### config.mk
export PLATFORM = sky130hd
export DESIGN_NAME = bpsk_corr_demod
export DESIGN_NICKNAME = d
export VERILOG_FILES = /design/src/rtl/bpsk_corr_pkg.sv /design/src/rtl/bpsk_smp_latch.sv /design/src/rtl/bpsk_sm_conv.sv /design/src/rtl/bpsk_corr_mult.sv /design/src/rtl/bpsk_bit_timer.sv /design/src/rtl/bpsk_corr_acc.sv /design/src/rtl/bpsk_corr_demod.sv
export SDC_FILE = /design/constraint.sdc
export NUM_CORES = 2
export LEC_CHECK = 0
export BUFFER_PORTS_ARGS = -buffer_cell sky130_fd_sc_hd__buf_4
export CORE_MARGIN = 2
export CORE_UTILIZATION = 60
export CTS_BUF_LIST = sky130_fd_sc_hd__clkbuf_2
export CTS_CLUSTER_SIZE = 14
export DETAILED_ROUTE_END_ITERATION = 12
export PLACE_DENSITY = 0.76
export SLEW_MARGIN = 20
export SYNTH_ARGS = -nofsm -noshare
export SYNTH_HDL_FRONTEND = slang
export SYNTH_SLANG_ARGS = --single-unit
### constraint.sdc
create_clock -name clk -period 10.65 [get_ports clk]
set_clock_uncertainty 0.1 [all_clocks]
set_input_delay 2.6625 -clock clk [delete_from_list [all_inputs] [get_ports clk]]
set_output_delay 2.6625 -clock clk [all_outputs]
set_load 0.01 [all_outputs]
### src/rtl/bpsk_corr_pkg.sv
// Package: shared constants, lane naming and width helpers for the
// correlating BPSK demodulator. Assumes offset-binary samples.
package bpsk_corr_pkg;

    localparam int unsigned DEF_SAMP_W   = 14;
    localparam int unsigned DEF_BIT_CLKS = 100000;
    localparam int unsigned N_LANES      = 2;

    // Lane index: reference phase and inverted (180-degree) phase.
    typedef enum logic {
        LANE_REF = 1'b0,
        LANE_INV = 1'b1
    } lane_e;

    // Correlator width: signed product plus growth over one period.
    function automatic int unsigned corr_width(int unsigned samp_w,
                                               int unsigned bit_clks);
        return 2 * (samp_w - 1) + 1 + $clog2(bit_clks);
    endfunction

endpackage

### src/rtl/bpsk_smp_latch.sv
// Module: input latch stage. Registers the strobe, the ADC code, the
// reference code and its inverse. Codes above full scale are saturated
// so that every later stage sees a code in 0..F.
// Assumes: offset-binary codes, F = 2^SAMP_W - 2.
module bpsk_smp_latch #(
    parameter int unsigned SAMP_W = 14
) (
    input  logic              clk,
    input  logic              rst_n,
    input  logic              stb_i,
    input  logic [SAMP_W-1:0] adc_i,
    input  logic [SAMP_W-1:0] ref_i,
    output logic              stb_o,
    output logic [SAMP_W-1:0] adc_o,
    output logic [SAMP_W-1:0] ref_o,
    output logic [SAMP_W-1:0] inv_o
);
    localparam logic [SAMP_W-1:0] FULL = SAMP_W'((2 ** SAMP_W) - 2);
    localparam logic [SAMP_W-1:0] MID  = SAMP_W'((2 ** (SAMP_W - 1)) - 1);

    logic [SAMP_W-1:0] adc_sat;
    logic [SAMP_W-1:0] ref_sat;

    // Clamp the single over-range code down to full scale.
    always_comb begin
        adc_sat = (adc_i > FULL) ? FULL : adc_i;
        ref_sat = (ref_i > FULL) ? FULL : ref_i;
    end

    // Capture the qualified sample set and form the inverted reference.
    always_ff @(posedge clk) begin
        if (!rst_n) begin
            stb_o <= 1'b0;
            adc_o <= MID;
            ref_o <= MID;
            inv_o <= MID;
        end else begin
            stb_o <= stb_i;
            adc_o <= adc_sat;
            ref_o <= ref_sat;
            inv_o <= FULL - ref_sat;
        end
    end

    // the reference and its inverse always sum to full scale.
    p_inv_sum_r2: assert property (@(posedge clk) disable iff (!rst_n)
        (ref_o + inv_o) == FULL)
        else $error("inverse reference does not mirror");

    // latched codes never exceed full scale.
    p_in_range_r1: assert property (@(posedge clk) disable iff (!rst_n)
        (adc_o <= FULL) && (ref_o <= FULL))
        else $error("latched code out of range");

endmodule

### src/rtl/bpsk_sm_conv.sv
// Module: offset-binary to sign-magnitude converter (combinational).
// Codes at or above mid-scale are positive, codes below it are negative.
// Assumes: input code is within 0..F, so the magnitude fits SAMP_W-1 bits.
module bpsk_sm_conv #(
    parameter int unsigned SAMP_W = 14,
    localparam int unsigned MAG_W = SAMP_W - 1
) (
    input  logic [SAMP_W-1:0] code_i,
    output logic              sgn_o,
    output logic [MAG_W-1:0]  mag_o
);
    localparam logic [SAMP_W-1:0] MID = SAMP_W'((2 ** (SAMP_W - 1)) - 1);

    logic [SAMP_W-1:0] diff;

    // Split the code into a sign and a distance from mid-scale.
    always_comb begin
        if (code_i >= MID) begin
            sgn_o = 1'b0;
            diff  = code_i - MID;
        end else begin
            sgn_o = 1'b1;
            diff  = MID - code_i;
        end
        mag_o = diff[MAG_W-1:0];
    end

endmodule

### src/rtl/bpsk_corr_mult.sv
// Module: multiply stage. Converts the latched codes to sign-magnitude,
// multiplies the ADC magnitude by each reference magnitude and registers
// the two products in two's complement, one per lane.
// Assumes: codes already saturated to 0..F by the latch stage.
module bpsk_corr_mult
    import bpsk_corr_pkg::*;
#(
    parameter int unsigned SAMP_W = 14,
    localparam int unsigned MAG_W  = SAMP_W - 1,
    localparam int unsigned PROD_W = 2 * MAG_W + 1
) (
    input  logic                             clk,
    input  logic                             rst_n,
    input  logic                             vld_i,
    input  logic [SAMP_W-1:0]                adc_i,
    input  logic [SAMP_W-1:0]                ref_i,
    input  logic [SAMP_W-1:0]                inv_i,
    output logic                             vld_o,
    output logic [N_LANES-1:0][PROD_W-1:0]   prod_o
);
    localparam int unsigned N_CODES = N_LANES + 1;

    logic [N_CODES-1:0][SAMP_W-1:0] codes;
    logic [N_CODES-1:0]             sgn;
    logic [N_CODES-1:0][MAG_W-1:0]  mag;

    // Slot 0 is the ADC, slots 1.. are the reference lanes.
    always_comb begin
        codes[0]                       = adc_i;
        codes[int'(LANE_REF) + 1]      = ref_i;
        codes[int'(LANE_INV) + 1]      = inv_i;
    end

    for (genvar c = 0; c < N_CODES; c++) begin : g_conv
        bpsk_sm_conv #(.SAMP_W(SAMP_W)) u_conv (
            .code_i (codes[c]),
            .sgn_o  (sgn[c]),
            .mag_o  (mag[c])
        );
    end

    // Carry the strobe alongside the products.
    always_ff @(posedge clk) begin
        if (!rst_n) vld_o <= 1'b0;
        else        vld_o <= vld_i;
    end

    for (genvar l = 0; l < N_LANES; l++) begin : g_lane
        logic [2*MAG_W-1:0] mag_prod;
        logic               prod_sgn;
        logic [PROD_W-1:0]  prod_tc;

        // Magnitude product, sign from the XOR of operand signs, then negate.
        always_comb begin
            mag_prod = mag[0] * mag[l + 1];
            prod_sgn = sgn[0] ^ sgn[l + 1];
            prod_tc  = prod_sgn ? (PROD_W'(0) - {1'b0, mag_prod})
                                : {1'b0, mag_prod};
        end

        // Register the signed product of this lane.
        always_ff @(posedge clk) begin
            if (!rst_n) prod_o[l] <= '0;
            else        prod_o[l] <= prod_tc;
        end
    end

    // the two lanes see opposite references, so products are negatives.
    p_lanes_opposite_r3: assert property (@(posedge clk) disable iff (!rst_n)
        vld_o |-> (prod_o[int'(LANE_REF)] == (PROD_W'(0) - prod_o[int'(LANE_INV)])))
        else $error("lane products not mirrored");

endmodule

### src/rtl/bpsk_bit_timer.sv
// Module: bit-period timer. Free-running counter that flags the last
// clock of each bit period and then returns to zero.
// Assumes: BIT_CLKS >= 2.
module bpsk_bit_timer #(
    parameter int unsigned BIT_CLKS = 100000,
    localparam int unsigned CNT_W   = $clog2(BIT_CLKS)
) (
    input  logic clk,
    input  logic rst_n,
    output logic wrap_o
);
    localparam logic [CNT_W-1:0] LAST = CNT_W'(BIT_CLKS - 1);

    logic [CNT_W-1:0] cnt_q;

    // Wrap flag marks the final clock of the period.
    always_comb wrap_o = (cnt_q == LAST);

    // Advance the counter, rolling over at the end of the period.
    always_ff @(posedge clk) begin
        if (!rst_n)      cnt_q <= '0;
        else if (wrap_o) cnt_q <= '0;
        else             cnt_q <= cnt_q + 1'b1;
    end

    // the counter never leaves its range.
    p_cnt_bound_r4: assert property (@(posedge clk) disable iff (!rst_n)
        cnt_q <= LAST)
        else $error("bit counter out of range");

    // a wrap is always followed by a fresh period starting at zero.
    p_wrap_restart_r4: assert property (@(posedge clk) disable iff (!rst_n)
        wrap_o |=> (cnt_q == '0) && !wrap_o)
        else $error("bit counter did not restart");

    // reset leaves the counter at zero.
    p_reset_cnt_r9: assert property (@(posedge clk)
        !rst_n |=> (cnt_q == '0))
        else $error("counter not cleared by reset");

endmodule

### src/rtl/bpsk_corr_acc.sv
// Module: twin correlators and decision. Sums reference-lane and
// inverted-lane products over one bit period, compares them at the wrap,
// issues the bit with a one-cycle valid and restarts both sums.
// Assumes: ACC_W is large enough for one full period of products.
module bpsk_corr_acc
    import bpsk_corr_pkg::*;
#(
    parameter int unsigned PROD_W = 27,
    parameter int unsigned ACC_W  = 44
) (
    input  logic                           clk,
    input  logic                           rst_n,
    input  logic                           wrap_i,
    input  logic                           vld_i,
    input  logic [N_LANES-1:0][PROD_W-1:0] prod_i,
    output logic                           bit_o,
    output logic                           valid_o
);
    localparam int unsigned EXT_W = ACC_W - PROD_W;

    logic [N_LANES-1:0][ACC_W-1:0] acc_q;
    logic [N_LANES-1:0][ACC_W-1:0] add_term;

    for (genvar l = 0; l < N_LANES; l++) begin : g_acc
        // Sign-extend the product, or zero when no sample is present.
        always_comb begin
            add_term[l] = vld_i ? {{EXT_W{prod_i[l][PROD_W-1]}}, prod_i[l]}
                                : '0;
        end

        // Integrate, or restart with this cycle's product at the wrap.
        always_ff @(posedge clk) begin
            if (!rst_n)      acc_q[l] <= '0;
            else if (wrap_i) acc_q[l] <= add_term[l];
            else             acc_q[l] <= acc_q[l] + add_term[l];
        end
    end

    // Decide the bit from the finished sums and pulse valid.
    always_ff @(posedge clk) begin
        if (!rst_n) begin
            bit_o   <= 1'b0;
            valid_o <= 1'b0;
        end else begin
            valid_o <= wrap_i;
            if (wrap_i) begin
                bit_o <= ($signed(acc_q[int'(LANE_REF)]) >
                          $signed(acc_q[int'(LANE_INV)]));
            end
        end
    end

    // with mirrored lanes the two sums stay exact negatives.
    p_acc_mirror_r3: assert property (@(posedge clk) disable iff (!rst_n)
        acc_q[int'(LANE_REF)] == (ACC_W'(0) - acc_q[int'(LANE_INV)]))
        else $error("correlators diverged");

    // a wrap without a sample leaves both sums at zero.
    p_restart_empty_r6: assert property (@(posedge clk) disable iff (!rst_n)
        (wrap_i && !vld_i) |=> (acc_q[0] == '0) && (acc_q[1] == '0))
        else $error("correlators not cleared at wrap");

    // valid follows the wrap by one cycle and only then.
    p_valid_pulse_r4: assert property (@(posedge clk) disable iff (!rst_n)
        wrap_i |=> valid_o)
        else $error("missing valid after wrap");
    p_valid_only_r4: assert property (@(posedge clk) disable iff (!rst_n)
        !wrap_i |=> !valid_o)
        else $error("valid without wrap");

    // adding a like-signed term never flips the sign of the sum.
    p_no_overflow_r8: assert property (@(posedge clk) disable iff (!rst_n)
        (!wrap_i && vld_i &&
         (acc_q[0][ACC_W-1] == add_term[0][ACC_W-1]))
        |=> (acc_q[0][ACC_W-1] == $past(acc_q[0][ACC_W-1])))
        else $error("correlator overflow");

    // reset clears the output flags.
    p_reset_out_r9: assert property (@(posedge clk)
        !rst_n |=> !valid_o && !bit_o)
        else $error("outputs not cleared by reset");

endmodule

### src/rtl/bpsk_corr_demod.sv
// Module: top of the correlating BPSK bit demodulator. Latch stage,
// sign-magnitude multiply stage, bit timer and twin correlators.
// Assumes: reference phase-aligned with the received carrier; a sample
// at edge k reaches the correlators at edge k+2.
module bpsk_corr_demod
    import bpsk_corr_pkg::*;
#(
    parameter int unsigned SAMP_W   = DEF_SAMP_W,
    parameter int unsigned BIT_CLKS = DEF_BIT_CLKS
) (
    input  logic              clk,
    input  logic              rst_n,
    input  logic              smp_stb,
    input  logic [SAMP_W-1:0] adc_code,
    input  logic [SAMP_W-1:0] ref_code,
    output logic              bit_out,
    output logic              bit_valid
);
    localparam int unsigned MAG_W  = SAMP_W - 1;
    localparam int unsigned PROD_W = 2 * MAG_W + 1;
    localparam int unsigned ACC_W  = corr_width(SAMP_W, BIT_CLKS);

    logic                           lat_stb;
    logic [SAMP_W-1:0]              lat_adc;
    logic [SAMP_W-1:0]              lat_ref;
    logic [SAMP_W-1:0]              lat_inv;
    logic                           prod_vld;
    logic [N_LANES-1:0][PROD_W-1:0] prod;
    logic                           wrap;

    bpsk_smp_latch #(.SAMP_W(SAMP_W)) u_latch (
        .clk   (clk),
        .rst_n (rst_n),
        .stb_i (smp_stb),
        .adc_i (adc_code),
        .ref_i (ref_code),
        .stb_o (lat_stb),
        .adc_o (lat_adc),
        .ref_o (lat_ref),
        .inv_o (lat_inv)
    );

    bpsk_corr_mult #(.SAMP_W(SAMP_W)) u_mult (
        .clk    (clk),
        .rst_n  (rst_n),
        .vld_i  (lat_stb),
        .adc_i  (lat_adc),
        .ref_i  (lat_ref),
        .inv_i  (lat_inv),
        .vld_o  (prod_vld),
        .prod_o (prod)
    );

    bpsk_bit_timer #(.BIT_CLKS(BIT_CLKS)) u_timer (
        .clk    (clk),
        .rst_n  (rst_n),
        .wrap_o (wrap)
    );

    bpsk_corr_acc #(.PROD_W(PROD_W), .ACC_W(ACC_W)) u_acc (
        .clk     (clk),
        .rst_n   (rst_n),
        .wrap_i  (wrap),
        .vld_i   (prod_vld),
        .prod_i  (prod),
        .bit_o   (bit_out),
        .valid_o (bit_valid)
    );

endmodule

==> flow_summary.yaml <==
power:
  swShare_pct: 51.4
  vdd_drop_max_mv: 0.212
  p_total_mw: 5.83
  sequentialPowerShare_pct: 15.6
  clockPowerShare_pct: 9.7
  power.internal_mw: 2.83
  p_sw_mw: 3.00
  p_leak_nw: 13.1
  comb_power_share_pct: 74.7
  p_per_area_nw_per_um2: 218
routing:
  ant_nets: 0
  viasPerCell: 5.83
  vias: 21801
  drtPass1Iterations: 6
  wl_per_cell_um: 16.8
  drt_iter0_markers: 1554
  drc: 0
  detail_route.wirelength_mm: 62.7
cells_and_area:
  final_common_cell: "inv_1"
  stdcell_count: 3742
  drive_gt1_share_pct: 5.69
  final_nets: 3726
  area_delta_synth_final_pct: 5.15
  final_core_util_pct: 63.9
  layout_common_cells: "inv_1, nand2_1, ha_1"
clock_tree:
  clock_path_buffers: 3
  cts.sinks: 203
  clkTransAtPathRegs_ns: 0.09
  cts_root_buf: "clkbuf_2"
  cts_tree: "built"
  postCtsSetupBuffers: 0
  ctsResizeCount: 0
  htreeDepth: 2
  hold_buffers: 0
  clock_latency_ns: 1.05
  numCtsBuffers: 55
synthesis:
  synth_seq_cells: 203
  synthDistinctLibCells: 88
  synth_fp_nets: 3712
  synthArstFlopShare_pct: 0
  synth_cells: 3157
  synth_top_area_share_pct: 19.2
  synthFlopType: "dfxtp_1"
  synth_top_area_cell: "fa_1"
  syn_area_um2: 25400
  ys_seq_area_share_pct: 16.0
  synth.avg_cell_area_um2: 8.05
  synth_edf_count: 0
  synth_warnings: 0
  synthTopCellsByArea: "fa_1, dfxtp_1, ha_1"
sta:
  timing.final.crit_share_pct: 82.9
  finalSetupTns_ns: 0
  rsz0062_at_grt: "no"
  worst_pin_slew_ns: 1.18
  fin_crit_ns: 8.83
  setup_viol: 0
  whs_ns: 0.346
  report.final.slew_viol_count: 0
  clock.fmax_mhz: 113
  slew_headroom_pct: 20.5
  hold_viol: 0
place:
  io_buffers: 32
  dpl.cell_count: 3653
  dp_hpwl_mm: 49.8
  gp_congestion: 0.959
floorplanning:
  die_area_um2: 44000
  fp.coreArea_um2: 41900
  rows: 75
  die_h_um: 210
  start_util_pct: 60.7
  dieWidth_um: 210
  pin_count: 33
global_routing:
  overflow: 0
  grt_pass1_vias: 21944
  grt_start_max_net_pins: 59
  grt_pass1_wl_mm: 105
  groute.usage.overall_pct: 29.0
  grt_antenna_before_repair: 2
run:
  drv_cap: 0
setup_path:
  cp.arrival_ns: 9.53
  cp_max_fo: 17
  critical_path_required_ns: 11.35
  end_kind: "flop"
  start_kind: "flop"
  worst-setup-path-type: "reg -> reg"
status:
  status: "completed"
worst_hold_path:
  hp-class: "reg -> reg"
-- final cells by class --
type / count / area (um^2)
Tap cell: 539 / 674
Timing Repair Buffer: 67 / 503
Inverter: 414 / 1550
Antenna cell: 3 / 7.51
Sequential cell: 203 / 4060
Clock buffer: 67 / 335
Fill cell: 3677 / 15100
Clock inverter: 19 / 144
Multi-Input combinational cell: 2430 / 19400
-- synthesized netlist by cell type, types with 6 or more instances --
cell and instances:
o21bai_1 22, and2_1 87, ha_1 280, nor3_1 31, a31oi_1 29, and4_1 8, o211ai_1 15, nor2b_1 35
a41oi_1 8, nor4_1 8, nand2_1 402, mux2i_1 7, o21ai_1 23, o21a_1 24, a21oi_1 180, nand3b_1 6
fa_1 244, o31a_1 7, a22o_1 6, nor3b_1 6, or2_2 6, and3_1 31, o31ai_1 13, inv_1 413
xor2_1 102, a21o_1 81, xnor2_1 116, clkbuf_1 105, nor2_1 257, o21ai_0 118, nand4_1 40, or3_1 23
dfxtp_1 203, a2111oi_0 6, a211oi_1 23, nand3_1 42, nand2b_1 52
-- metal layers --
metal  GRT usage [%]  wire [um]  vias up  share of wire [%]
met5               0          0        -                  0
met4            14.4       3460        0                5.5
met3            4.04       3310      206                5.3
met2            50.5      29700      729                 47
met1            35.3      26300    10342                 42
li1                -          -    10524                  -
-- sequential cells by signal, indices dropped and copies added (netlist names) --
register	flops
u_latch.stb_o	1
u_acc.acc_q	88
u_acc.bit_o	1
u_mult.vld_o	1
u_acc.valid_o	1
u_latch.adc_o	14
u_mult.prod_o	53
u_latch.ref_o	13
u_timer.cnt_q	17
u_latch.inv_o	14
-- critical path: stages (launching register included) --
cell      delay (ns)
dfxtp_1         0.37
and3_1          0.20
and2_1          0.17
and3_1          0.22
and4_1          0.26
a31oi_4         0.48
a41o_1          0.21
xor2_1          0.81
buf_4           0.33
nand2_1         0.10
fa_1            0.50
fa_1            0.51
inv_1           0.05
fa_1            0.46
fa_1            0.55
inv_1           0.06
fa_1            0.52
inv_1           0.04
ha_1            0.36
a21oi_1         0.22
nor2_1          0.07
a211oi_1        0.41
a21oi_1         0.13
or3_2           0.45
a2111o_1        0.50
o41ai_2         0.37
xor2_1          0.11
and2_1          0.16
-- worst paths after layout --
kind	startpoint	to	slack (ns)	cells past startpoint
max reg2reg	u_latch.adc_o[2]$_SDFF_PP1_	u_mult.prod_o[52]$_SDFF_PN0_	1.82	27
min	u_latch.stb_o$_SDFF_PN0_	u_mult.vld_o$_SDFF_PN0_	0.35	1
min reg2reg	u_latch.stb_o$_SDFF_PN0_	u_mult.vld_o$_SDFF_PN0_	0.35	1
max	u_latch.adc_o[2]$_SDFF_PP1_	u_mult.prod_o[52]$_SDFF_PN0_	1.82	27
-- kinds of logic (layout without fill, tap and decap cells) --
logic type,after synthesis,in the layout,synth area share (%)
xor+xnor,218,218,7.51
compound gates,629,629,16.1
flops,203,203,16.0
buf+inv,524,567,7.75
fa+ha+maj,524,524,33.0
simple gates,1051,1051,19.4
mux,8,8,0.320
other cells,0,3,0
-- through the flow --
step	instance area [um^2]	setup WS, ns
after floorplan	25400	2.79
after global placement	26200	2.16
after detailed placement	26200	1.92
after CTS	26700	1.94
after global routing	26700	1.40
final	26700	1.82
-- power by group through the flow --
| stage | sequential (mW) | combinational, mW | clock (mW) |
|---|---|---|---|
| 6_report | 0.911 | 4.35 | 0.566 |
| 3_3_place_gp | 0.925 | 4.18 | 0 |
| 2_1_floorplan | 0.908 | 3.43 | 0 |
| 5_1_grt | 0.919 | 4.96 | 0.626 |
| 4_1_cts | 0.910 | 4.33 | 0.588 |
| 3_5_place_dp | 0.928 | 4.30 | 0 |
Note: power is estimated with default switching activity, not from simulation.
